<file path="config.mk">
export PLATFORM = sky130hd
export DESIGN_NAME = evq_producer
export DESIGN_NICKNAME = d
export VERILOG_FILES = /design/src/rtl/evq_pkg.sv /design/src/rtl/evq_req_arb.sv /design/src/rtl/evq_ring_ptr.sv /design/src/rtl/evq_write_stage.sv /design/src/rtl/evq_producer.sv
export SDC_FILE = /design/constraint.sdc
export NUM_CORES = 1
export LEC_CHECK = 0
export ABC_CLOCK_PERIOD_IN_PS = 4300
export BUFFER_PORTS_ARGS = -buffer_cell sky130_fd_sc_hd__buf_2
export CAP_MARGIN = 20
export CORE_ASPECT_RATIO = 1.2
export CORE_MARGIN = 4
export CORE_UTILIZATION = 30
export DETAILED_ROUTE_END_ITERATION = 8
export HOLD_SLACK_MARGIN = 0.08
export SLEW_MARGIN = 20
export SYNTH_ARGS = -nofsm -noshare
export SYNTH_HDL_FRONTEND = slang
export SYNTH_SLANG_ARGS = --single-unit
</file>
<file path="constraint.sdc">
create_clock -name clk -period 4.3 [get_ports clk]
set_input_delay 0.215 -clock clk [delete_from_list [all_inputs] [get_ports clk]]
set_output_delay 0.215 -clock clk [all_outputs]
set_load 0.01 [all_outputs]
</file>
<file path="src/rtl/evq_pkg.sv">
package evq_pkg;

    localparam int NUM_W    = 31;
    localparam int ENTRY_W  = NUM_W + 1;
    localparam int SRC_BITS = 24;

    typedef logic [NUM_W-1:0] num_t;

    // reserved inter-processor number: first value past the source space
    localparam num_t IPI_NUM = num_t'(1) << SRC_BITS;

    typedef struct packed {
        logic gen;
        num_t num;
    } entry_t;

    typedef enum logic [1:0] {
        SRC_NONE   = 2'd0,
        SRC_DEVICE = 2'd1,
        SRC_IPI    = 2'd2
    } src_e;

    typedef struct packed {
        src_e src;
        num_t num;
    } req_t;

    function automatic entry_t make_entry(input logic gen, input num_t n);
        entry_t e;
        e.gen = gen;
        e.num = n;
        return e;
    endfunction

    // a request may enter the ring only if present and non-zero
    function automatic logic req_usable(input req_t r);
        return (r.src != SRC_NONE) && (r.num != '0);
    endfunction

endpackage

</file>
<file path="src/rtl/evq_req_arb.sv">
module evq_req_arb
    import evq_pkg::*;
(
    input  logic rst,
    input  logic ntf_valid,
    input  num_t ntf_num,
    input  logic ipi_req,
    output logic ntf_ready,
    output req_t req
);

    always_comb begin
        req.src   = SRC_NONE;
        req.num   = '0;
        ntf_ready = 1'b0;
        if (!rst) begin
            if (ipi_req) begin
                req.src = SRC_IPI;
                req.num = IPI_NUM;
            end else begin
                ntf_ready = 1'b1;
                if (ntf_valid) begin
                    req.src = SRC_DEVICE;
                    req.num = ntf_num;
                end
            end
        end
    end

endmodule

</file>
<file path="src/rtl/evq_ring_ptr.sv">
module evq_ring_ptr #(
    parameter int IDX_W = 10
) (
    input  logic             clk,
    input  logic             rst,
    input  logic             advance,
    input  logic [IDX_W-1:0] cons_idx,
    input  logic             cons_tgl,
    output logic [IDX_W-1:0] idx,
    output logic             gen,
    output logic             full
);

    localparam logic [IDX_W-1:0] LAST_IDX = {IDX_W{1'b1}};

    logic [IDX_W-1:0] idx_q;
    logic             gen_q;

    always_ff @(posedge clk) begin
        if (rst) begin
            idx_q <= '0;
            gen_q <= 1'b1;
        end else if (advance) begin
            idx_q <= idx_q + 1'b1;
            if (idx_q == LAST_IDX) begin
                gen_q <= ~gen_q;
            end
        end
    end

    // equal positions: empty if the consumer expects our generation,
    // full if the producer has lapped it (generation equals its toggle)
    assign full = (idx_q == cons_idx) && (gen_q == cons_tgl);
    assign idx  = idx_q;
    assign gen  = gen_q;

    AST_NO_ADVANCE_WHEN_FULL: assert property (@(posedge clk) disable iff (rst)
        full |-> !advance);

endmodule

</file>
<file path="src/rtl/evq_write_stage.sv">
module evq_write_stage
    import evq_pkg::*;
#(
    parameter int IDX_W = 10
) (
    input  logic             clk,
    input  logic             rst,
    input  logic             commit,
    input  logic             drop,
    input  logic [IDX_W-1:0] addr,
    input  entry_t           entry,
    output logic             mem_we,
    output logic [IDX_W-1:0] mem_addr,
    output entry_t           mem_entry,
    output logic             notify,
    output logic             overflow
);

    always_ff @(posedge clk) begin
        if (rst) begin
            mem_we    <= 1'b0;
            mem_addr  <= '0;
            mem_entry <= '0;
            notify    <= 1'b0;
            overflow  <= 1'b0;
        end else begin
            mem_we <= commit;
            notify <= mem_we;
            if (commit) begin
                mem_addr  <= addr;
                mem_entry <= entry;
            end
            if (drop) begin
                overflow <= 1'b1;
            end
        end
    end

    AST_OVF_STICKY: assert property (@(posedge clk) disable iff (rst)
        overflow |=> overflow);

    AST_NONZERO_ENTRY: assert property (@(posedge clk) disable iff (rst)
        mem_we |-> (mem_entry.num != '0));

endmodule

</file>
<file path="src/rtl/evq_producer.sv">
module evq_producer
    import evq_pkg::*;
#(
    parameter int LOG2_ENTRIES = 10
) (
    input  logic                    clk,
    input  logic                    rst,
    input  logic                    ntf_valid,
    output logic                    ntf_ready,
    input  logic [NUM_W-1:0]        ntf_num,
    input  logic                    ipi_req,
    input  logic [LOG2_ENTRIES-1:0] cons_idx,
    input  logic                    cons_tgl,
    output logic                    mem_we,
    output logic [LOG2_ENTRIES-1:0] mem_addr,
    output logic [ENTRY_W-1:0]      mem_wdata,
    output logic [LOG2_ENTRIES-1:0] wr_idx,
    output logic                    wr_gen,
    output logic                    notify,
    output logic                    overflow
);

    localparam int IDX_W = LOG2_ENTRIES;
    localparam logic [IDX_W-1:0] LAST_IDX = {IDX_W{1'b1}};

    req_t       req;
    logic       usable;
    logic       full;
    logic       commit;
    logic       drop;
    entry_t     new_entry;
    entry_t     out_entry;
    logic [IDX_W-1:0] idx;
    logic       gen;

    evq_req_arb u_arb (
        .rst       (rst),
        .ntf_valid (ntf_valid),
        .ntf_num   (ntf_num),
        .ipi_req   (ipi_req),
        .ntf_ready (ntf_ready),
        .req       (req)
    );

    evq_ring_ptr #(.IDX_W(IDX_W)) u_ptr (
        .clk      (clk),
        .rst      (rst),
        .advance  (commit),
        .cons_idx (cons_idx),
        .cons_tgl (cons_tgl),
        .idx      (idx),
        .gen      (gen),
        .full     (full)
    );

    assign usable    = req_usable(req);
    assign commit    = usable && !full;
    assign drop      = usable && full;
    assign new_entry = make_entry(gen, req.num);

    evq_write_stage #(.IDX_W(IDX_W)) u_wr (
        .clk       (clk),
        .rst       (rst),
        .commit    (commit),
        .drop      (drop),
        .addr      (idx),
        .entry     (new_entry),
        .mem_we    (mem_we),
        .mem_addr  (mem_addr),
        .mem_entry (out_entry),
        .notify    (notify),
        .overflow  (overflow)
    );

    assign mem_wdata = out_entry;
    assign wr_idx    = idx;
    assign wr_gen    = gen;

    AST_IDX_STEP: assert property (@(posedge clk) disable iff (rst)
        mem_we |-> (wr_idx == IDX_W'(mem_addr + 1'b1)));

    AST_GEN_KEPT: assert property (@(posedge clk) disable iff (rst)
        (mem_we && mem_addr != LAST_IDX) |-> (out_entry.gen == wr_gen));

    AST_GEN_FLIP: assert property (@(posedge clk) disable iff (rst)
        (mem_we && mem_addr == LAST_IDX) |-> (out_entry.gen != wr_gen));

    AST_DROP_ON_FULL: assert property (@(posedge clk) disable iff (rst)
        (usable && full) |=> (!mem_we && overflow));

    AST_NOTIFY_AFTER_WRITE: assert property (@(posedge clk) disable iff (rst)
        mem_we |=> notify);

endmodule

</file>
## Word level (Yosys, flattened, before mapping)

Cells that the tools add are included.
Widths: inputs -> output; s select.

| operators by class | value |
|---|---|
| add/sub/neg operators | 1 |
| equal/unequal tests | 3 |
| muxes and demuxes | 5 |
| bitwise logic cells | 1 |
| reduce and logical (&&, ||, !) cells | 8 |

Operators by type and width:

| operator | count |
|---|---|
| $mux 33 | 2 |
| $mux 32 | 1 |
| $reduce_bool 31->1 | 1 |
| $add 10x1->10 const B | 1 |
| $eq 10x10->1 | 1 |
| $eq 10x10->1 const B | 1 |
| $logic_and 1x1->1 | 4 |
| $mux 1 | 2 |
| $reduce_and 2->1 | 1 |
| $reduce_bool 2->1 | 1 |
| $eq 1x1->1 | 1 |
| $logic_not 1->1 | 1 |
| $not 1->1 | 1 |

| word-level totals | value |
|---|---|
| bits in registers | 56 |
| input port bits | 46 |
| output and inout bits | 57 |
| word-level logic and storage cells | 26 |

## Longest topological paths before layout

| logic depth | value |
|---|---|
| word-level depth | 7 |
| depth in mapped cells | 7 |
| gate-level depth less buffers | 5 |

## By module

From an unflattened synthesis, not the netlist that was laid out.

| second synthesis, totals | value |
|---|---|
| cell total of the unflattened synthesis | 263 |
| area total of the unflattened synthesis | 2577.5 um^2 |

By module, submodules not included:

| module | times used | cells an instance | area each (um^2) | sequential area each (um^2) |
|---|---|---|---|---|
| evq_write_stage | 1 | 143 | 1614.0 | 900.9 |
| evq_ring_ptr | 1 | 68 | 616.8 | 220.2 |
| evq_req_arb | 1 | 38 | 259.0 | 0.0 |
| evq_producer | 1 | 14 | 87.6 | 0.0 |

## Least setup slack after synthesis

Ideal clock, no wire load.

| path | value |
|---|---|
| kind | reg2reg |
| start point | reg u_ptr.idx_q[1], in the netlist u_ptr.idx[1] |
| end point | reg u_ptr.idx_q[1], in the netlist u_ptr.idx[1] |
| library setup time | 0.123 ns |
| arrival time | 1.575 ns |
| required time | 4.177 ns |
| setup slack | 2.602 ns |
| cell stages (with the launch flop) | 6 |
| buffers on the path | 0 |
| period minus slack after synthesis | 1.698 ns |
| cells stage by stage | dfxtp_1 -> xor2_1 -> nor4_2 -> nand3_1 -> o21ai_2 -> mux2_1 |

| on the way | value |
|---|---|
| word-level cells in the longest chain between the ends | 4 |
| elaborated cells between the ends (all ways) | 5 |
| classes of those cells | add/sub (1); eq/ne (1); reduce/logical (3) |

RTL lines:

| what | RTL line | source |
|---|---|---|
| start: declaration | evq_ring_ptr.sv:16 | `logic [IDX_W-1:0] idx_q;` |
| start signal: assignment | evq_ring_ptr.sv:24 | `idx_q <= idx_q + 1'b1;` |
| branches (longest 4 deep; another with $add 10x1->10) | -- |  |

Parallel ways; which one is timed is not known.
A chain may end at the register's enable or synchronous reset.

## Worst setup path in the final report

| path | value |
|---|---|
| start point | reg u_ptr.idx_q[9], in the netlist u_ptr.idx[9] |
| end point | reg u_wr.mem_addr[1] |

| on the way | value |
|---|---|
| word-level cells in the longest chain between the ends | 4 |

RTL lines:

| what | RTL line | source |
|---|---|---|
| $eq 10x10->1 | evq_ring_ptr.sv:33 | `assign full = (idx_q == cons_idx) && (gen_q == cons_tgl);` |
| $logic_and 1x1->1 | evq_ring_ptr.sv:33 |  |
| $logic_not 1->1 | evq_producer.sv:57 | `assign commit = usable && !full;` |
| $logic_and 1x1->1 | evq_producer.sv:57 |  |
| end signal: assignment | evq_write_stage.sv:30 | `mem_addr <= addr;` |
| end: declaration | evq_write_stage.sv:13 | `output logic [IDX_W-1:0] mem_addr,` |

No other way between the ends.

==> metrics.txt <==
status=completed; kind of critical path=reg -> reg; Synth top area share=41.7%; switch share=between 20% and 30%; CP peak stage delay=~0.48 ns; Post-route DRC=0; critical-path cell list=xor2_1, nor4_2, nand3_1, buf_4, o21ai_2, mux2_1; Most used DFF post-synth=dfxtp_1; Worst setup EP type=flip-flop; Fill cells=929; CP max FO=34; worst hold-check path type=in -> reg; hold slack=0.181 ns; Reg power frac=54.9%; Post-Syn Nets=between 300 and 400; antenna diode count=0; Initial Util=roughly 31%; gpl congestion=around 0.79; max_cap viols=0; Async SR Flop Fraction=0%; final worst path period share=roughly half; Clock Tree Buf Depth=2; 1st-iter DRT viols=155; Comb power frac=15.4%; final core utilization=between 30% and 40%; Nets=between 400 and 500; Final setup viols=0; CTS tree=yes; Area contributors post-synth=dfxtp_1, nand3_1, a31oi_1, mux2i_1, nand2_1; CTS H-tree lvls=2; pin count of the biggest net entering global routing=38; CTS Buf Count=5; clock sink count=56; Final Hold Viols=0; Post-synth EDFFs=0; port bufs=between 100 and 150; Die W=94.5 microns; P_int=between 0.7 and 0.8 mW; Tot GR Track Use=15.5%; Post-DP HPWL=5710 microns; area delta synth->final=25.8%; clock latency on the worst-skew pair=a little over 0.3 ns; slowest cell on the critical path=dfxtp_1; CP startpoint kind=flip-flop; Worst Skew=just under 0.007 ns; first-pass GRT wire length=13200 microns; Worst Path Required=around 4.5 ns; Distinct cells, synth=36; Die Ht=112 microns; row count=37; clock network fraction of total power=29.6%; Max VDD drop=approximately 0.15 mV; Crit path max-delay family=flip-flops; Post-Syn Instances=roughly 310; proportion of layout cells with a drive suffix above 1=a little under a third; Final ANT Viol Nets=0; Buf/Inv on CP=1; clock root buffer=clkbuf_8; slew of the pin with the lowest slew margin=0.931 ns; Mapped Area=~2700 sq um; minimum clock period=about 2.2 ns; postcts setup bufs=0; RSZ-0062 raised after global routing=no; Setup Total Neg Slack=0 ns; P_leak=1.41 nW; Relative slew margins=37.9%; Avg Inst Size Synth=8.60 sq um; total global routing overflow=0; WL/cell=roughly 15 microns; DR pass1 iterations=6; vias in the first global route=between 2000 and 3000; vias after detailed routing=2662; initial antenna violation count=0; DIE AREA=~11000 sq um; core area=~8700 sq um; Final Cell Area=approximately 3400 sq um; post-synthesis sequential area ratio=41.7%; crit path DAT=2.42 ns; overall routed net length=about 8000 microns; net switching power=between 0.2 and 0.3 mW; Synth warnings=0; CTS resizes=0; Fmax achieved=roughly 0.45 GHz; Top Ports=about 100; Clock transition at path regs=approximately 0.10 ns; Area after DPL=between 3000 and 4000 sq um; register bit total from synthesis=between 50 and 60; Total Power=1.04 mW; Post-CTS Hold Fix Bufs=0; post-synth top area cell=dfxtp_1; Cell Pwr Density=between 300 and 400 nW/um^2; vias per cell=just over 5; Max Slew Vio Count=0
synthesized netlist by cell type, types with 5 or more instances:
| cell | count |
|---|---|
| clkbuf_1 | 15 |
| nand2b_1 | 17 |
| nand3_1 | 65 |
| mux2i_1 | 18 |
| nor4_1 | 6 |
| mux2_1 | 5 |
| dfxtp_1 | 56 |
| nor2b_1 | 7 |
| nand2_1 | 32 |
| nor2_1 | 7 |
| a31oi_1 | 31 |
| xor2_1 | 11 |
| buf_2 | 6 |
worst min-delay path: stages:
cell and delay [ns]:
buf_2 0.10, nand3_1 0.06, a31oi_1 0.06
cell type report:
| class | count | area, sq um | area share [%] |
|---|---|---|---|
| clock buffers | 7 | 86.3 | 2.55 |
| clock inverters | 1 | 7.51 | 0.222 |
| inverters | 4 | 15.0 | 0.444 |
| multi-input cells | 229 | 1450 | 42.9 |
| flip-flops and latches | 56 | 1120 | 33.1 |
| well taps | 117 | 146 | 4.33 |
| repair buffers | 108 | 556 | 16.4 |
through the flow:
| step | setup WS [ns] | instances |
|---|---|---|
| after floorplan | 2.60 | 313 |
| after global placement | 1.81 | 514 |
| after detailed placement | 1.76 | 514 |
| after CTS | 2.04 | 522 |
| final | 2.08 | 522 |
| after global routing | 1.94 | 522 |
power groups by stage:
| stage | Clock [mW] | Combinational, mW | Sequential [mW] |
|---|---|---|---|
| finish | 0.307 | 0.160 | 0.570 |
| global route | 0.342 | 0.177 | 0.576 |
| CTS | 0.322 | 0.163 | 0.570 |
| detailed placement | 0 | 0.163 | 0.582 |
| global placement | 0 | 0.159 | 0.581 |
| floorplan | 0 | 0.0802 | 0.588 |
cell usage in the layout (no fill, tap or decap), drive strengths merged:
cell	n
a2111o	1
xor2	11
a31oi	31
clkbuf	7
nor2b	7
a21oi	2
nor2	8
a2111oi	3
nand3	65
dfxtp	56
o211ai	3
a21o	1
buf	108
nand4	2
o21a	1
and4	2
nand2b	17
mux2i	18
and3	2
mux2	5
ha	1
o21ai	2
clkinvlp	1
a211oi	2
or2	2
o21bai	1
nor4	8
nor3	2
inv	4
nand2	32
cells by family after synthesis:
logic type / Yosys count / synth area share (%)
buffers and inverters: 28 / 4.88
flip-flops: 56 / 41.7
AO/OA/AOI/OAI: 47 / 12.6
adder cells (fa/ha/maj): 1 / 0.465
AND/OR/NAND/NOR: 147 / 28.1
multiplexers: 23 / 8.79
XOR/XNOR: 11 / 3.58
sequential cells by signal, summed over array words and instances (netlist names):
register,count
u_wr.mem_we,1
u_wr.overflow,1
u_wr.mem_entry,32
u_ptr.gen,1
u_wr.notify,1
u_ptr.idx,10
u_wr.mem_addr,10
per-layer routing:
metal | track usage (%) | vias to the layer above | part of all wire, %
met5 | 0 | - | 0
met4 | 3.66 | 0 | 1.2
met3 | 2.97 | 11 | 6.5
met2 | 24.8 | 95 | 47
met1 | 21.4 | 1243 | 45
li1 | - | 1313 | -
path summary, 6_finish.rpt:
path	startpoint	slack [ns]	to	depth (start not counted)
setup / recovery	u_ptr.idx[9]	2.08	u_wr.mem_addr[1]	6
hold / removal	ntf_num[12]	0.18	u_wr.mem_entry[12]	3
setup reg to reg	u_ptr.idx[9]	2.08	u_wr.mem_addr[1]	6
hold reg to reg	u_wr.overflow	0.47	u_wr.overflow	2
Note: power is estimated with default switching activity, not from simulation.
